File: config.mk
export PLATFORM = sky130hd
export DESIGN_NAME = kstat_trap_ctl
export DESIGN_NICKNAME = d
export VERILOG_FILES = /design/src/rtl/kstat_pkg.sv /design/src/rtl/kstat_merge.sv /design/src/rtl/kstat_vec_gen.sv /design/src/rtl/kstat_io_dec.sv /design/src/rtl/kstat_trap_ctl.sv
export SDC_FILE = /design/constraint.sdc
export NUM_CORES = 1
export LEC_CHECK = 0
export ABC_AREA = 0
export BUFFER_PORTS_ARGS = -buffer_cell sky130_fd_sc_hd__buf_2
export CAP_MARGIN = 20
export CORE_MARGIN = 5
export CORE_UTILIZATION = 35
export CTS_CLUSTER_SIZE = 14
export DETAILED_ROUTE_END_ITERATION = 8
export GPL_TIMING_DRIVEN = 0
export PLACE_DENSITY = 0.84
export SKIP_LAST_GASP = 1
export SYNTH_ARGS = -nofsm -noshare
export SYNTH_HDL_FRONTEND = slang
export SYNTH_SLANG_ARGS = --single-unit
File: constraint.sdc
create_clock -name clk -period 4.3 [get_ports clk]
set_clock_uncertainty 0.2 [all_clocks]
set_input_delay 0.645 -clock clk [delete_from_list [all_inputs] [get_ports clk]]
set_output_delay 0.645 -clock clk [all_outputs]
set_load 0.01 [all_outputs]
File: src/rtl/kstat_pkg.sv
package kstat_pkg;
   // status held as a vector: index 0 user, 1 traps enabled, 2 reschedule
   localparam int unsigned NFIELD     = 3;
   localparam int unsigned FIELD_SPAN = 2 * NFIELD;

   typedef struct packed {
      logic resched;
      logic ten;
      logic user;
   } kstat_t;

   function automatic logic [FIELD_SPAN-1:0] kstat_to_word(input kstat_t s);
      return {1'b0, s.resched, 1'b0, s.ten, 1'b0, s.user};
   endfunction
endpackage

File: src/rtl/kstat_merge.sv
module kstat_merge
   import kstat_pkg::*;
(
   input  kstat_t                cur,
   input  logic [FIELD_SPAN-1:0] opnd,
   output kstat_t                merged
);
   logic [NFIELD-1:0] cur_v;
   logic [NFIELD-1:0] mrg_v;

   assign cur_v = {cur.resched, cur.ten, cur.user};

   for (genvar i = 0; i < NFIELD; i++) begin : g_field
      // odd bit is the keep flag for the even value bit below it
      assign mrg_v[i] = opnd[2*i+1] ? cur_v[i] : opnd[2*i];
   end

   assign merged = '{resched: mrg_v[2], ten: mrg_v[1], user: mrg_v[0]};
endmodule

File: src/rtl/kstat_vec_gen.sv
module kstat_vec_gen #(
   parameter int unsigned           CODE_W    = 8,
   parameter int unsigned           PC_W      = 32,
   parameter int unsigned           VEC_SHIFT = 4,
   parameter bit                    JOIN_OR   = 1'b0,
   parameter logic [PC_W-1:0]       TRAP_BASE = 'h2000,
   parameter logic [CODE_W-1:0]     OVF_CODE  = 'h04
) (
   input  logic [CODE_W-1:0] req_code,
   input  logic              ovf_hit,
   output logic [CODE_W-1:0] eff_code,
   output logic [PC_W-1:0]   vec_pc
);
   localparam int unsigned PAD_W = PC_W - CODE_W;

   logic [PC_W-1:0] code_ext;
   logic [PC_W-1:0] code_sh;

   assign eff_code = ovf_hit ? OVF_CODE : req_code;
   assign code_ext = {{PAD_W{1'b0}}, eff_code};
   assign code_sh  = code_ext << VEC_SHIFT;

   if (JOIN_OR) begin : g_or
      assign vec_pc = TRAP_BASE | code_sh;
   end else begin : g_add
      assign vec_pc = TRAP_BASE + code_sh;
   end
endmodule

File: src/rtl/kstat_io_dec.sv
module kstat_io_dec #(
   parameter int unsigned       WORD_W       = 32,
   parameter logic [WORD_W-1:0] RESCHED_CODE = 'h1,
   parameter logic [WORD_W-1:0] RESET_CODE   = 'h2
) (
   input  logic              io_wr_vld,
   input  logic [WORD_W-1:0] io_wr_data,
   output logic              hit_resched,
   output logic              hit_reset
);
   assign hit_resched = io_wr_vld && (io_wr_data == RESCHED_CODE);
   assign hit_reset   = io_wr_vld && (io_wr_data == RESET_CODE);
endmodule

File: src/rtl/kstat_trap_ctl.sv
module kstat_trap_ctl
   import kstat_pkg::*;
#(
   parameter int unsigned       WORD_W       = 32,
   parameter int unsigned       CODE_W       = 8,
   parameter int unsigned       PC_W         = 32,
   parameter int unsigned       VEC_SHIFT    = 4,
   parameter bit                JOIN_OR      = 1'b0,
   parameter logic [PC_W-1:0]   TRAP_BASE    = 'h2000,
   parameter logic [CODE_W-1:0] OVF_CODE     = 'h04,
   parameter logic [CODE_W-1:0] MODE_CODE    = 'h05,
   parameter logic [WORD_W-1:0] RESCHED_CODE = 'h1,
   parameter logic [WORD_W-1:0] RESET_CODE   = 'h2
) (
   input  logic              clk,
   input  logic              rst_n,
   input  logic              trap_req,
   input  logic [CODE_W-1:0] trap_code,
   input  logic              ctl_ovf_pending,
   input  logic              swr_req,
   input  logic [WORD_W-1:0] swr_word,
   input  logic              io_wr_vld,
   input  logic [WORD_W-1:0] io_wr_data,
   output logic              stat_user,
   output logic              stat_ten,
   output logic              stat_resched,
   output logic              abort,
   output logic              push_vld,
   output logic [WORD_W-1:0] push_word,
   output logic [PC_W-1:0]   trap_pc,
   output logic              reset_req
);
   localparam int unsigned   HI_W     = WORD_W - FIELD_SPAN;
   localparam int unsigned   VEC_TOP  = CODE_W + VEC_SHIFT;
   localparam logic [PC_W-1:0] LOW_MASK = (PC_W'(1) << VEC_TOP) - PC_W'(1);

   // elaboration-time parameter checks
   if (WORD_W <= FIELD_SPAN) begin : g_bad_word
      $error("WORD_W must exceed the status field span");
   end
   if (PC_W <= VEC_TOP) begin : g_bad_pc
      $error("PC_W must exceed CODE_W + VEC_SHIFT");
   end
   if (JOIN_OR && ((TRAP_BASE & LOW_MASK) != '0)) begin : g_bad_base
      $error("OR join needs TRAP_BASE aligned above the shifted code");
   end
   if (OVF_CODE == MODE_CODE) begin : g_bad_codes
      $error("overflow and mode-fault codes must differ");
   end

   kstat_t              stat_q, stat_d, merged;
   logic                hit_resched, hit_reset;
   logic                mode_fault, take_trap, ovf_hit;
   logic [CODE_W-1:0]   raw_code, eff_code;
   logic [PC_W-1:0]     vec_pc;
   logic [HI_W-1:0]     unused_swr_hi;

   assign unused_swr_hi = swr_word[WORD_W-1:FIELD_SPAN];

   kstat_merge u_merge (
      .cur    (stat_q),
      .opnd   (swr_word[FIELD_SPAN-1:0]),
      .merged (merged)
   );

   kstat_vec_gen #(
      .CODE_W    (CODE_W),
      .PC_W      (PC_W),
      .VEC_SHIFT (VEC_SHIFT),
      .JOIN_OR   (JOIN_OR),
      .TRAP_BASE (TRAP_BASE),
      .OVF_CODE  (OVF_CODE)
   ) u_vec (
      .req_code (raw_code),
      .ovf_hit  (ovf_hit),
      .eff_code (eff_code),
      .vec_pc   (vec_pc)
   );

   kstat_io_dec #(
      .WORD_W       (WORD_W),
      .RESCHED_CODE (RESCHED_CODE),
      .RESET_CODE   (RESET_CODE)
   ) u_io (
      .io_wr_vld   (io_wr_vld),
      .io_wr_data  (io_wr_data),
      .hit_resched (hit_resched),
      .hit_reset   (hit_reset)
   );

   always_comb begin
      mode_fault = swr_req && stat_q.user && !trap_req;
      take_trap  = trap_req || mode_fault;
      raw_code   = trap_req ? trap_code : MODE_CODE;
      ovf_hit    = stat_q.ten && ctl_ovf_pending;

      stat_d = stat_q;
      if (take_trap) begin
         stat_d.user = 1'b0;
         stat_d.ten  = 1'b0;
      end else if (swr_req) begin
         stat_d = merged;
      end
      if (hit_resched) begin
         stat_d.resched = 1'b1;
      end
   end

   always_ff @(posedge clk or negedge rst_n) begin
      if (!rst_n) begin
         stat_q    <= '0;
         abort     <= 1'b0;
         push_vld  <= 1'b0;
         push_word <= '0;
         trap_pc   <= '0;
         reset_req <= 1'b0;
      end else begin
         stat_q    <= stat_d;
         abort     <= take_trap;
         push_vld  <= take_trap;
         reset_req <= hit_reset;
         if (take_trap) begin
            push_word <= {{HI_W{1'b0}}, kstat_to_word(stat_q)};
            trap_pc   <= vec_pc;
         end
      end
   end

   // eff_code is folded into vec_pc; kept visible for debug probes
   logic [CODE_W-1:0] unused_eff_code;
   assign unused_eff_code = eff_code;

   assign stat_user    = stat_q.user;
   assign stat_ten     = stat_q.ten;
   assign stat_resched = stat_q.resched;
endmodule

Yosys cells after proc, flatten, opt, wreduce, memory -nomap -nowiden

Cells that the tools add are included.

Input bits: 78
Flip-flop bits (word level): 40
Output and inout bits: 70

Mux-type cells: 9
Reduce and logical (&&, ||, !) cells: 12
Equality and inequality tests: 6
Add/subtract/negate cells: 1

Operators with widths:

| kind                                                                     | number |
|---|---|
| 32-bit by 1-bit == test with 1-bit output (second input constant)        | 1 |
| 32-bit by 2-bit == test with 1-bit output (second input constant)        | 1 |
| 8-bit 2-to-1 mux                                                         | 2 |
| 14-bit by 12-bit adder with 15-bit output (first input constant)         | 1 |
| 2-bit by 1-bit inequality test with 1-bit output (second input constant) | 3 |
| 1-bit logical AND                                                        | 5 |
| 1-bit 2-to-1 mux                                                         | 5 |
| 2-bit AND reduction                                                      | 2 |
| 2-bit nonzero test                                                       | 2 |
| 3-bit 2-to-1 mux                                                         | 1 |
| 3-bit AND reduction                                                      | 1 |
| 2-bit 2-to-1 mux                                                         | 1 |
| 2-bit inequality test (second input constant)                            | 1 |
| 1-bit zero test                                                          | 1 |
| 1-bit logical OR                                                         | 1 |

Logic depth before layout (Yosys ltp)

Depth after elaboration: 5
Mapped depth: 4
Mapped depth without buffers: 4

Modules after synthesis

From an unflattened synthesis, not the netlist that was laid out.

Cell total of the unflattened synthesis: 191
Area total of the unflattened synthesis: 2379.8 um^2

Modules (own cells, without submodules):

| module         | instances | sequential area each (um^2) | area an instance (um^2) | cells each |
|---|---|---|---|---|
| kstat_trap_ctl | 1         | 1001.0                      | 1923.1                  | 133 |
| kstat_vec_gen  | 1         | 0.0                         | 297.8                   | 42 |
| kstat_io_dec   | 1         | 0.0                         | 113.9                   | 13 |
| kstat_merge    | 1         | 0.0                         | 45.0                    | 3 |

Least setup slack after synthesis

OpenSTA, ideal clock, no wires.

Path kind: input to register
Start: input trap_req
End: register stat_q, in the netlist stat_resched
Required time: 3.970 ns
Path buffers: 0
Stages: 3
Arrival: 1.307 ns
Setup slack: 2.663 ns
Cell sequence: nor4b_1 > mux2i_1 > o41ai_2

Cells in the longest elaborated chain, start to end: 5

RTL lines:

| element                           | RTL line              | RTL |
|---|---|---|
| from (decl)                       | kstat_trap_ctl.sv:17  | `input logic trap_req,` |
| 1-bit zero test                   | kstat_trap_ctl.sv:92  | `mode_fault = swr_req && stat_q.user && !trap_req;` |
| 1-bit logical AND                 | kstat_trap_ctl.sv:92  |  |
| 1-bit logical OR *                | kstat_trap_ctl.sv:93  | `take_trap = trap_req \|\| mode_fault;` |
| 2-bit inequality test (no line) * | n/a                   |  |
| 3-bit AND reduction (no line) *   | n/a                   |  |
| to (signal assigned)              | kstat_trap_ctl.sv:118 | `stat_q <= stat_d;` |
| to (decl)                         | kstat_trap_ctl.sv:51  | `kstat_t stat_q, stat_d, merged;` |

Every way passes the cells marked *; elsewhere a longest branch is shown, timed or not.
A chain may end at the register's enable or synchronous reset.

Worst setup path after layout

Start: register push_vld
End: output push_vld

RTL lines:

| element                | RTL line              | RTL |
|---|---|---|
| from (decl)            | kstat_trap_ctl.sv:28  | `output logic push_vld,` |
| from (signal assigned) | kstat_trap_ctl.sv:120 | `push_vld <= take_trap;` |

No word-level cell between the ends.

==> flow_metrics.py <==
metrics = {
    "outcome": {
        "status": "finished clean",
    },
    "worst_setup_path": {
        "max_stage_delay_ns": 0.39,
        "crit_type": "reg -> out",
        "endpoint_kind": "output port",
        "cp_max_fo": 2,
        "cp-start-kind": "flop",
        "cp.arrival_ns": 0.92,
        "required_ns": 3.45,
        "cpMaxStageDelayCell": "dfrtp_1",
        "crit_chain": "buf_4, buf_2",
    },
    "timing": {
        "fin_crit_ns": 1.761,
        "setup-violations-final": 0,
        "hold_ws_ns": 0.05777,
        "hold_violations": 0,
        "max_freq_ghz": 0.5678,
        "period_share_pct": 40.96,
        "slew_violations": 0,
        "rsz0062_at_grt": "no",
        "tns_ns": 0,
    },
    "global_route": {
        "grt_pass1_wl_um": 4278,
        "antenna_found_initial": 0,
        "grt_start_max_net_pins": 18,
        "track_usage_pct": 11.95,
        "grt_pass1_vias": 1062,
        "grt_overflow": 0,
    },
    "power_and_ir_drop": {
        "powerDensity_nw_per_um2": 222.6,
        "vdd_drop_max_mv": 0.07989,
        "leakage_uw": 0.001082,
    },
    "yosys": {
        "ys_ff_latch": 17,
        "avgSynthCellArea_sq_um": 9.599,
        "syn_inst": 122,
        "syn_area_sq_um": 1171,
        "synth_cell_types": 22,
        "synth_seq_area_share_pct": 36.32,
        "ys_warn_count": 0,
    },
    "layout": {
        "nNetsFinal": 325,
        "final_cell_mix": "buf_2, buf_4, conb_1, dfrtp_1, nand2_1",
        "fillCellCount": 309,
        "area_growth_pct": 53.10,
        "final_cell_count_no_fill": 292,
        "drive_gt1_share_pct": 54.47,
        "final_common_cell": "buf_2",
        "antenna_cells": 0,
    },
    "job": {
        "max_cap_viol_count": 0,
    },
    "routing": {
        "drc": 0,
        "num_vias": 1085,
        "wl_per_cell_um": 9.729,
        "wirelength_um": 2841,
        "drtIter0Drc": 64,
        "firstDrtPassIters": 4,
        "avgViaCountPerCell": 3.716,
        "ant_nets": 0,
    },
    "floorplan": {
        "rows": 21,
        "fp.dieW_um": 67.85,
        "initial_core_util_pct": 35.66,
        "dieArea_sq_um": 4603,
        "io_pins": 148,
        "die_h_um": 67.85,
        "core-area_sq_um": 3284,
    },
    "min_path": {
        "min_path_type": "in -> async",
    },
    "clock_tree": {
        "tritoncts": "yes",
        "cts_resized": 0,
        "htreeDepth": 1,
        "cts_max_path_buffers": 2,
        "clock_latency_ns": 0.28,
        "numCtsBuffers": 3,
        "root_buffer": "clkbuf_4",
        "clkSinkCount": 17,
        "clkTransAtPathRegs_ns": 0.10,
        "post_cts_buffers": 0,
        "holdBufCountCts": 0,
    },
    "placed_design": {
        "dp_hpwl_um": 2592,
        "place_congestion": 0.6772,
        "place_inst": 288,
        "portBuffers": 69,
    },
}
## sequential cells by signal, summed over array words and instances, names as in the netlist
name and count:
push_word 3, reset_req 1, trap_pc 9, stat_ten 1
stat_user 1, stat_resched 1, push_vld 1
## kinds of logic (layout without fill, tap and decap cells)
| logic type | Yosys count | in the layout | share of synthesized area [%] |
|---|---|---|---|
| AO/OA/AOI/OAI | 17 | 17 | 10.79 |
| buffers and inverters | 60 | 133 | 36.32 |
| flip-flops | 17 | 17 | 36.32 |
| multiplexers | 1 | 1 | 0.8547 |
| other | 1 | 52 | 0.3202 |
| AND/OR/NAND/NOR | 26 | 26 | 15.38 |
## layer usage
metal | track usage [%] | up-vias | share of wire (%)
met5 | 0 | - | 0
met4 | 4.467 | 0 | 0.88
met3 | 1.642 | 2 | 10
met2 | 23.21 | 59 | 54
met1 | 12.94 | 469 | 35
li1 | - | 555 | -
## synth_stat cells
master,instances,share of area (%)
mux2i_1,1,0.85
buf_4,53,34
inv_1,6,1.9
dfrtp_1,17,36
nor4_1,3,1.6
nor4b_1,1,0.75
nor2b_1,2,1.1
a21oi_1,3,1.3
nand3b_1,2,1.3
a2bb2oi_1,1,0.75
buf_2,1,0.43
o21ai_0,5,2.1
nor4b_2,2,2.6
o41ai_2,1,1.4
a22o_1,6,4.5
conb_1,1,0.32
nand4_1,2,1.1
a21oi_2,1,0.75
nand2b_1,1,0.53
nand2_1,9,2.9
nor4_2,3,3.2
nor3_1,1,0.43
## worst paths after layout
check	from	to	slack [ns]	cells past startpoint
hold reg to reg	push_word[2]$_DFFE_PN0P_	push_word[2]$_DFFE_PN0P_	0.28	2
setup reg to reg	stat_user$_DFFE_PN0P_	stat_resched$_DFFE_PN0P_	2.76	3
min in group clk	push_word[2]$_DFFE_PN0P_	push_word[2]$_DFFE_PN0P_	0.28	2
hold / removal	rst_n	trap_pc[11]$_DFFE_PN0P_	0.06	1
setup / recovery	push_vld$_DFF_PN0_	push_vld	2.54	2
max in group asynchronous	rst_n	stat_resched$_DFFE_PN0P_	3.58	1
## worst max-delay path, delay by kind of cell (launching register included)
family   cells  cell delay (ns)
flops        1             0.39
buf+inv      2             0.25
## report_power, final
part	total (uW)	internal [uW]	switching, uW	leakage (uW)
Combinational	134	70.3	64.0	0.000855
Clock	83.2	34.5	48.7	0.0000177
Sequential	182	173	8.23	0.000209
## through the flow
| stage | setup WS, ns | total power, uW | util, % | area [sq um] |
|---|---|---|---|---|
| 3_3_place_gp | 2.431 | 315.1 | 53.75 | 1765 |
| 6_report | 2.539 | 399.1 | 54.59 | 1793 |
| 5_1_grt | 2.472 | 430.0 | 54.59 | 1793 |
| 2_1_floorplan | 2.663 | 268.7 | - | 1363 |
| 4_1_cts | 2.522 | 402.0 | 54.59 | 1793 |
| 3_5_place_dp | 2.411 | 317.6 | 53.75 | 1765 |
## area by class of cell
class	instances	area [sq um]	share of cell area, %
repair buffers	69	345.3	19.26
well taps	46	57.56	3.210
flip-flops and latches	17	425.4	23.73
plain buffers	54	402.9	22.47
clock buffers	3	22.52	1.256
multi-input cells	96	511.7	28.54
clock inverters	1	5.005	0.2791
inverters	6	22.52	1.256
Power figures use the tool's default switching activity.
